$ cat config.mk
export PLATFORM = sky130hd
export DESIGN_NAME = arb_unit
export DESIGN_NICKNAME = d
export VERILOG_FILES = /design/src/rtl/arb_pkg.sv /design/src/rtl/arb_bit_cmp.sv /design/src/rtl/arb_byte_cmp.sv /design/src/rtl/arb_ifs_det.sv /design/src/rtl/arb_unit.sv
export SDC_FILE = /design/constraint.sdc
export NUM_CORES = 1
export LEC_CHECK = 0
export BUFFER_PORTS_ARGS = -buffer_cell sky130_fd_sc_hd__buf_2
export CORE_ASPECT_RATIO = 0.9
export CORE_MARGIN = 2
export CORE_UTILIZATION = 53
export CTS_BUF_LIST = sky130_fd_sc_hd__clkbuf_8
export DETAILED_ROUTE_END_ITERATION = 7
export HOLD_SLACK_MARGIN = 0.12
export PLACE_DENSITY = 0.79
export SLEW_MARGIN = 20
export SYNTH_ARGS = -nofsm -noshare
export SYNTH_HDL_FRONTEND = slang
export SYNTH_SLANG_ARGS = --single-unit
$ cat constraint.sdc
create_clock -name clk_i -period 3.2 [get_ports clk_i]
set_input_delay 0.32 -clock clk_i [delete_from_list [all_inputs] [get_ports clk_i]]
set_output_delay 0.32 -clock clk_i [all_outputs]
set_load 0.005 [all_outputs]
$ cat src/rtl/arb_pkg.sv
package arb_pkg;
  typedef enum logic [1:0] {
    ST_IDLE    = 2'd0,
    ST_PID     = 2'd1,
    ST_DATA    = 2'd2,
    ST_BACKOFF = 2'd3
  } arb_st_e;
endpackage

$ cat src/rtl/arb_bit_cmp.sv
module arb_bit_cmp (
  input  logic en_i,
  input  logic stb_i,
  input  logic tx_bit_i,
  input  logic bus_bit_i,
  output logic loss_o
);
  // recessive sent, dominant read back
  assign loss_o = en_i & stb_i & tx_bit_i & ~bus_bit_i;
endmodule

$ cat src/rtl/arb_byte_cmp.sv
module arb_byte_cmp #(
  parameter int BYTE_W = 8
) (
  input  logic              clk_i,
  input  logic              rst_ni,
  input  logic              stb_i,
  input  logic              end_i,
  input  logic              tx_bit_i,
  input  logic              bus_bit_i,
  output logic              mism_o,
  output logic [BYTE_W-1:0] rx_byte_o,
  output logic              rx_vld_o
);
  localparam int SR_W = BYTE_W - 1;

  logic [SR_W-1:0]   tx_sr, rx_sr;
  logic [BYTE_W-1:0] tx_full, rx_full;

  assign tx_full = {tx_bit_i, tx_sr};
  assign rx_full = {bus_bit_i, rx_sr};
  assign mism_o  = stb_i & end_i & (tx_full != rx_full);

  always_ff @(posedge clk_i or negedge rst_ni) begin
    if (!rst_ni) begin
      tx_sr     <= '0;
      rx_sr     <= '0;
      rx_byte_o <= '0;
      rx_vld_o  <= 1'b0;
    end else begin
      rx_vld_o <= stb_i & end_i;
      if (stb_i) begin
        tx_sr <= tx_full[BYTE_W-1:1];
        rx_sr <= rx_full[BYTE_W-1:1];
        if (end_i) rx_byte_o <= rx_full;
      end
    end
  end

  AST_RX_VLD_FOLLOWS: assert property (@(posedge clk_i) disable iff (!rst_ni)
    (stb_i && end_i) |=> rx_vld_o);
endmodule

$ cat src/rtl/arb_ifs_det.sv
module arb_ifs_det #(
  parameter int IFS_BITS = 10
) (
  input  logic clk_i,
  input  logic rst_ni,
  input  logic clr_i,
  input  logic stb_i,
  input  logic bus_bit_i,
  output logic ifs_o
);
  localparam int CNT_W = $clog2(IFS_BITS + 1);
  localparam logic [CNT_W-1:0] CNT_MAX = CNT_W'(IFS_BITS);

  logic [CNT_W-1:0] cnt_q;

  always_ff @(posedge clk_i or negedge rst_ni) begin
    if (!rst_ni)                 cnt_q <= '0;
    else if (clr_i)              cnt_q <= '0;
    else if (stb_i) begin
      if (!bus_bit_i)            cnt_q <= '0;
      else if (cnt_q != CNT_MAX) cnt_q <= cnt_q + 1'b1;
    end
  end

  assign ifs_o = (cnt_q == CNT_MAX);

  AST_IFS_CNT_RANGE: assert property (@(posedge clk_i) disable iff (!rst_ni)
    cnt_q <= CNT_MAX);
  AST_IFS_DOM_RESTART: assert property (@(posedge clk_i) disable iff (!rst_ni)
    (stb_i && !bus_bit_i) |=> !ifs_o);
endmodule

$ cat src/rtl/arb_unit.sv
module arb_unit
  import arb_pkg::*;
#(
  parameter int BYTE_W   = 8,
  parameter int IFS_BITS = 10
) (
  input  logic              clk_i,
  input  logic              rst_ni,
  input  logic              normal_i,
  input  logic              start_i,
  input  logic              rx_busy_i,
  input  logic              tx_bit_i,
  input  logic              bus_bit_i,
  input  logic              bit_stb_i,
  input  logic              byte_end_i,
  input  logic              last_byte_i,
  output logic              drv_en_o,
  output logic              lost_o,
  output logic              retry_ok_o,
  output logic [BYTE_W-1:0] rx_byte_o,
  output logic              rx_vld_o
);
  arb_st_e st_q, st_d;
  logic    bit_loss, byte_mism, loss, ifs, active, boundary;

  assign active   = (st_q == ST_PID) || (st_q == ST_DATA);
  assign boundary = bit_stb_i & byte_end_i;

  arb_bit_cmp u_bit (
    .en_i     (st_q == ST_PID),
    .stb_i    (bit_stb_i),
    .tx_bit_i (tx_bit_i),
    .bus_bit_i(bus_bit_i),
    .loss_o   (bit_loss)
  );

  arb_byte_cmp #(.BYTE_W(BYTE_W)) u_byte (
    .clk_i    (clk_i),
    .rst_ni   (rst_ni),
    .stb_i    (bit_stb_i),
    .end_i    (byte_end_i),
    .tx_bit_i (tx_bit_i),
    .bus_bit_i(bus_bit_i),
    .mism_o   (byte_mism),
    .rx_byte_o(rx_byte_o),
    .rx_vld_o (rx_vld_o)
  );

  assign loss = bit_loss | (active & byte_mism);

  arb_ifs_det #(.IFS_BITS(IFS_BITS)) u_ifs (
    .clk_i    (clk_i),
    .rst_ni   (rst_ni),
    .clr_i    (loss),
    .stb_i    (bit_stb_i),
    .bus_bit_i(bus_bit_i),
    .ifs_o    (ifs)
  );

  assign retry_ok_o = (st_q == ST_IDLE) & normal_i & ~rx_busy_i;

  always_comb begin
    st_d = st_q;
    unique case (st_q)
      ST_IDLE:    if (start_i && retry_ok_o) st_d = ST_PID;
      ST_PID,
      ST_DATA: begin
        if (loss)               st_d = ST_BACKOFF;
        else if (boundary)      st_d = last_byte_i ? ST_IDLE : ST_DATA;
      end
      ST_BACKOFF: if (ifs)      st_d = ST_IDLE;
      default:                  st_d = ST_IDLE;
    endcase
  end

  always_ff @(posedge clk_i or negedge rst_ni) begin
    if (!rst_ni) st_q <= ST_IDLE;
    else         st_q <= st_d;
  end

  assign drv_en_o = active;
  assign lost_o   = (st_q == ST_BACKOFF);

  AST_BIT_LOSS_RELEASE: assert property (@(posedge clk_i) disable iff (!rst_ni)
    (st_q == ST_PID && bit_stb_i && tx_bit_i && !bus_bit_i) |=> (!drv_en_o && lost_o));
  AST_DATA_NO_BITLOSS: assert property (@(posedge clk_i) disable iff (!rst_ni)
    (st_q == ST_DATA && bit_stb_i && !byte_end_i) |=> drv_en_o);
  AST_NO_START_BUSY: assert property (@(posedge clk_i) disable iff (!rst_ni)
    (!drv_en_o && !lost_o && rx_busy_i) |=> !drv_en_o);
  AST_LOST_HOLD: assert property (@(posedge clk_i) disable iff (!rst_ni)
    (lost_o && !ifs) |=> lost_o);
  AST_BYTE_MISM_STOP: assert property (@(posedge clk_i) disable iff (!rst_ni)
    (active && byte_mism) |=> !drv_en_o);
endmodule

Word level (Yosys, flattened, before mapping)

Index checks and enable logic that the tools add are counted.

Bits in registers: 29

$add $sub $neg: 1
Equal/unequal tests: 10
Muxes and demuxes: 10
Bitwise gates (word level): 11
Reductions and logical operators: 8

Operator list:

| cell                                                                    | count |
|---|---|
| 4-bit 2-to-1 mux                                                        | 4 |
| 2-bit 2-to-1 mux                                                        | 5 |
| 1-bit AND                                                               | 8 |
| 8-bit inequality test                                                   | 1 |
| 2-bit one-hot mux with 3 select lines                                   | 1 |
| 4-bit by 1-bit adder with 4-bit output, second input constant           | 1 |
| 2-bit == test, second input constant                                    | 2 |
| 4-bit == test, second input constant                                    | 1 |
| 2-bit by 1-bit inequality test with 1-bit output, second input constant | 2 |
| 4-bit inequality test, second input constant                            | 1 |
| 2-bit AND reduction                                                     | 2 |
| 3-bit by 1-bit inequality test with 1-bit output, second input constant | 1 |
| 3-bit inequality test, second input constant                            | 1 |
| 3-bit AND reduction                                                     | 1 |
| 2-bit by 1-bit == test with 1-bit output, second input constant         | 1 |
| 2-bit logical NOT                                                       | 1 |
| 1-bit NOT                                                               | 2 |
| 2-bit nonzero test                                                      | 1 |
| 2-bit OR reduction                                                      | 1 |
| 1-bit logical AND                                                       | 1 |
| 1-bit logical OR                                                        | 1 |
| 1-bit OR                                                                | 1 |

Longest topological paths before layout

Word-level depth: 7
Mapped depth: 6
Mapped depth without buffers: 6

Modules after synthesis

A second synthesis with hierarchy kept.

Cells, all modules: 110
Area, all modules: 1516.5 µm²

By module, submodules not included:

| module       | times used | cells an instance | area an instance (µm²) |
|---|---|---|---|
| arb_byte_cmp | 1          | 60                | 1033.5 |
| arb_ifs_det  | 1          | 29                | 260.2 |
| arb_unit     | 1          | 20                | 212.7 |
| arb_bit_cmp  | 1          | 1                 | 10.0 |

Least setup slack after synthesis

Ideal clock, no wire load.

Kind: reg2reg
Start point: register u_ifs.cnt_q[0]
End point: register u_ifs.cnt_q[2]
Arrival time: 1.320 ns
Data required time: 3.106 ns
Path slack: 1.786 ns
Stages on the path, launching flop included: 7
Period minus slack after synthesis: 1.414 ns
Cells stage by stage: dfrtp_1 > inv_1 > ha_1 > and3b_1 > nor4b_2 > o21ai_1 > a221oi_2

Cells in the longest elaborated chain, start to end: 5
Elaborated cells on any way between the ends: 8
Classes of those cells: add/sub (1); eq/ne (2); mux (4); reduce/logical (1)

Ends and longest elaborated chain:

| element                                | line              | source |
|---|---|---|
| start, declared                        | arb_ifs_det.sv:14 | `logic [CNT_W-1:0] cnt_q;` |
| start signal, assigned                 | arb_ifs_det.sv:21 | `else if (cnt_q != CNT_MAX) cnt_q <= cnt_q + 1'b1;` |
| 4-bit by 1-bit adder with 4-bit output | arb_ifs_det.sv:21 |  |
| 4-bit 2-to-1 mux                       | arb_ifs_det.sv:21 |  |
| 4-bit 2-to-1 mux                       | arb_ifs_det.sv:20 | `if (!bus_bit_i) cnt_q <= '0;` |
| 4-bit 2-to-1 mux                       | arb_ifs_det.sv:19 | `else if (stb_i) begin` |
| 4-bit 2-to-1 mux                       | arb_ifs_det.sv:18 | `else if (clr_i) cnt_q <= '0;` |

Parallel ways exist; a longest one is shown, timed or not. The select of a mux whose other input is x is not followed.
A chain may end at the register's enable or synchronous reset.

Worst setup path after layout

Start point: input port bit_stb_i
End point: register st_q[0]

Cells in the longest elaborated chain, start to end: 6
Elaborated cells on any way between the ends: 11
Classes of those cells: eq/ne (1); mux (2); bitwise (7); reduce/logical (1)

Ends and longest elaborated chain:

| element                                                                                | line               | source |
|---|---|---|
| start, declared                                                                        | arb_unit.sv:14     | `input logic bit_stb_i,` |
| 1-bit AND *                                                                            | arb_unit.sv:27     | `assign boundary = bit_stb_i & byte_end_i;` |
| named net boundary                                                                     | arb_unit.sv:24     | `logic bit_loss, byte_mism, loss, ifs, active, boundary;` |
| 1-bit AND                                                                              | arb_byte_cmp.sv:21 | `assign mism_o = stb_i & end_i & (tx_full != rx_full);` |
| 1-bit AND                                                                              | arb_unit.sv:49     | `assign loss = bit_loss \| (active & byte_mism);` |
| 1-bit OR                                                                               | arb_unit.sv:49     |  |
| 3-bit inequality test (no line) or 2-bit 2-to-1 mux (tied branches)                    | --                 |  |
| 3-bit AND reduction (no line) or 2-bit one-hot mux with 3 select lines (tied branches) | --                 |  |
| end signal, assigned                                                                   | arb_unit.sv:78     | `else st_q <= st_d;` |
| end, declared                                                                          | arb_unit.sv:23     | `arb_st_e st_q, st_d;` |

Mark *: on every way through the listed nets, which the timed path passes. The rest lies on a longest branch.

==> metrics.yaml <==
synthMuxAreaShare_pct: 11.51
viasPerCell: 5.636
max_slew_margin_pct: 58.90
grt_overflow: 0
yosys.area_share.simple_pct: 16.79
synth_compound_area_share_pct: 9.804
clock_latency_ns: 0.28
worstMarginPinSlew_ns: 0.6165
fin_util_pct: 62.65
avgSynthCellArea_um2: 11.20
timing.final.ws_setup_ns: 1.530
vias: 1054
cp_data_arrival_time_ns: 1.83
coreArea_um2: 2680
grt_start_max_net_pins: 30
skew_ns: 0.01042
dieHeight_um: 53.92
irDropWorstVdd_mv: 0.5126
avgRoutedWirePerCell_um: 15.12
clkTransAtPathRegs_ns: 0.06
end_kind: "register"
fmax_ghz: 0.5986
ys_seq_elements: 29
synthAdderAreaFrac_pct: 4.263
placed_area_um2: 1583
synth_area_um2: 1468
powerDensity_nw_per_um2: 693.7
slowest_delay_ns: 0.36
setup_viol: 0
synth-xor-area-share_pct: 4.774
r2r-end: "st_q[1]"
slew_violations: 0
rows: 18
synth-edff-count: 0
async_flop_share_pct: 100.0
mostFrequentLayoutCell: "dfrtp_1"
ios: 22
maxCapViolations: 0
clockBufferDepth: 2
cts_buffers: 5
synth_cell_types: 35
crit_fanout: 22
drc: 0
period_needed_ns: 1.670
ant_nets: 0
cts.sinks: 29
n_antenna_cell: 0
seq_area_frac_synth_pct: 49.45
final-hold-violation-count: 0
cts_tree: "built"
cp-start-kind: "primary input"
endpoint: "st_q[0]"
synthFlopType: "dfrtp_1"
grt_usage_pct: 20.88
final_area_um2: 1679
ff2ff_setup_slack_ns: 1.58
ctsResizeCount: 0
syn_nets: 146
die-area_um2: 3207
die_w_um: 59.47
gp_congestion: 0.8728
yosysWarnings: 0
first_pass_iters: 4
start_util_pct: 54.76
nNetsFinal: 171
cp-startpoint: "bit_stb_i"
final_cell_mix: "dfrtp_1 (29), nand2_1 (28), buf_2 (21)"
synth_top_family_by_area: "simple AND/OR/NAND/NOR gates"
antenna_found_initial: 0
min_period_over_period_pct: 52.20
crit_required_ns: 3.36
io_buffers: 21
drive_gt1_share_pct: 31.85
r2r-start: "u_ifs.cnt_q[0]"
tns_ns: 0
cts_root_buffer: "clkbuf_8"
cts_max_level: 2
hold_depth: 2
syn_inst: 131
status: "finished, final reports clean"
slowest_stage: "nand2_1"
p_leak_nw: 0.7859
dp_hpwl_um: 2168
crit_type: "primary input to register"
grt_pass1_wl_um: 4899
preCtsSetupSlack_ns: 1.250
rsz0062_at_grt: "no"
grt_pass1_vias: 1078
first_iter_violations: 52
path_cells: "buf_2 -> nand2_1 -> clkinv_1 -> nor2_1 -> a221oi_1 -> a211o_1"
routed_wl_um: 2827
hold_path.class: "primary input to register"
cts_setup_buffers: 0
r2r_cells: 6
syn2layout_area_growth_pct: 14.41
## logic make-up (layout without fill, tap and decap cells)
logic type | after synthesis | count (layout)
multiplexers | 15 | 15
buffers and inverters | 10 | 36
flip-flops | 29 | 29
AO/OA/AOI/OAI | 17 | 17
adder cells (fa/ha/maj) | 5 | 5
AND/OR/NAND/NOR | 47 | 47
XOR/XNOR | 8 | 8
## worst min path at each step
| stage | from | to | slack (ns) |
|---|---|---|---|
| 2_1_floorplan | rst_ni | st_q[0] | 0.02 |
| 3_3_place_gp | rst_ni | u_byte.rx_sr[0] | 0.37 |
| 3_5_place_dp | rst_ni | u_byte.rx_sr[1] | 0.37 |
| 4_1_cts | tx_bit_i | u_byte.tx_sr[6] | 0.35 |
| 5_1_grt | tx_bit_i | u_byte.tx_sr[6] | 0.39 |
| 6_report | tx_bit_i | u_byte.tx_sr[6] | 0.36 |
## power by group
group	switching (mW)	total, mW	internal (mW)
Sequential	0.0783	0.532	0.454
Clock	0.137	0.286	0.150
Combinational	0.168	0.347	0.179
## through the flow
step	hold slack, ns	total power, mW	std cells
finish	0.3567	1.165	187
global route	0.3930	1.253	187
CTS	0.3499	1.175	187
detailed placement	0.3705	0.8894	178
global placement	0.3688	0.8637	178
floorplan	0.02441	0.7703	131
## critical path, delay by kind of cell
kind | cells | cell delay, ns
buffers and inverters | 2 | 0.55
AOI/OAI and AO/OA | 2 | 0.36
and+or+nand+nor | 2 | 0.59
## cell usage after synthesis, types with 2 or more instances
library cell	number	area (um^2)
a221oi_2	2	30.03
and3b_1	2	17.52
xnor2_1	8	70.07
a211oi_1	3	22.52
nand4_1	3	18.77
a22oi_1	3	22.52
inv_1	4	15.01
nand3_1	3	15.01
mux2_2	15	168.9
nand2_1	28	105.1
nor2b_1	2	12.51
dfrtp_1	29	725.7
ha_1	5	62.56
nand3b_1	2	15.01
nand4b_1	2	17.52
## state kept, by name, summed over array words and instances, names as in the netlist
register,flops
st_q,2
u_byte.rx_byte_o,8
u_byte.rx_sr,7
u_byte.rx_vld_o,1
u_byte.tx_sr,7
u_ifs.cnt_q,4
## per-layer routing
layer  track usage [%]  vias to the layer above  share of wire [%]
li1                  -                      516                  -
met1             26.13                      517                 43
met2             35.16                       21                 53
met3             5.288                        0                4.1
met4             7.576                        0                  0
met5                 0                        -                  0
## repair_timing
action / CTS / global route
endpoints found under the hold margin: 29 / 0
hold buffers: 1 / 0
endpoints found under the setup margin: 0 / 0
## cell type report
cell class | instances | area (um^2)
Tap cell | 30 | 37.54
Fill cell | 214 | 1001
Timing Repair Buffer | 22 | 115.1
Sequential cell | 29 | 725.7
Multi-Input combinational cell | 92 | 691.9
Clock inverter | 3 | 17.52
Clock buffer | 5 | 68.82
Inverter | 6 | 22.52
Power figures use the tool's default switching activity.
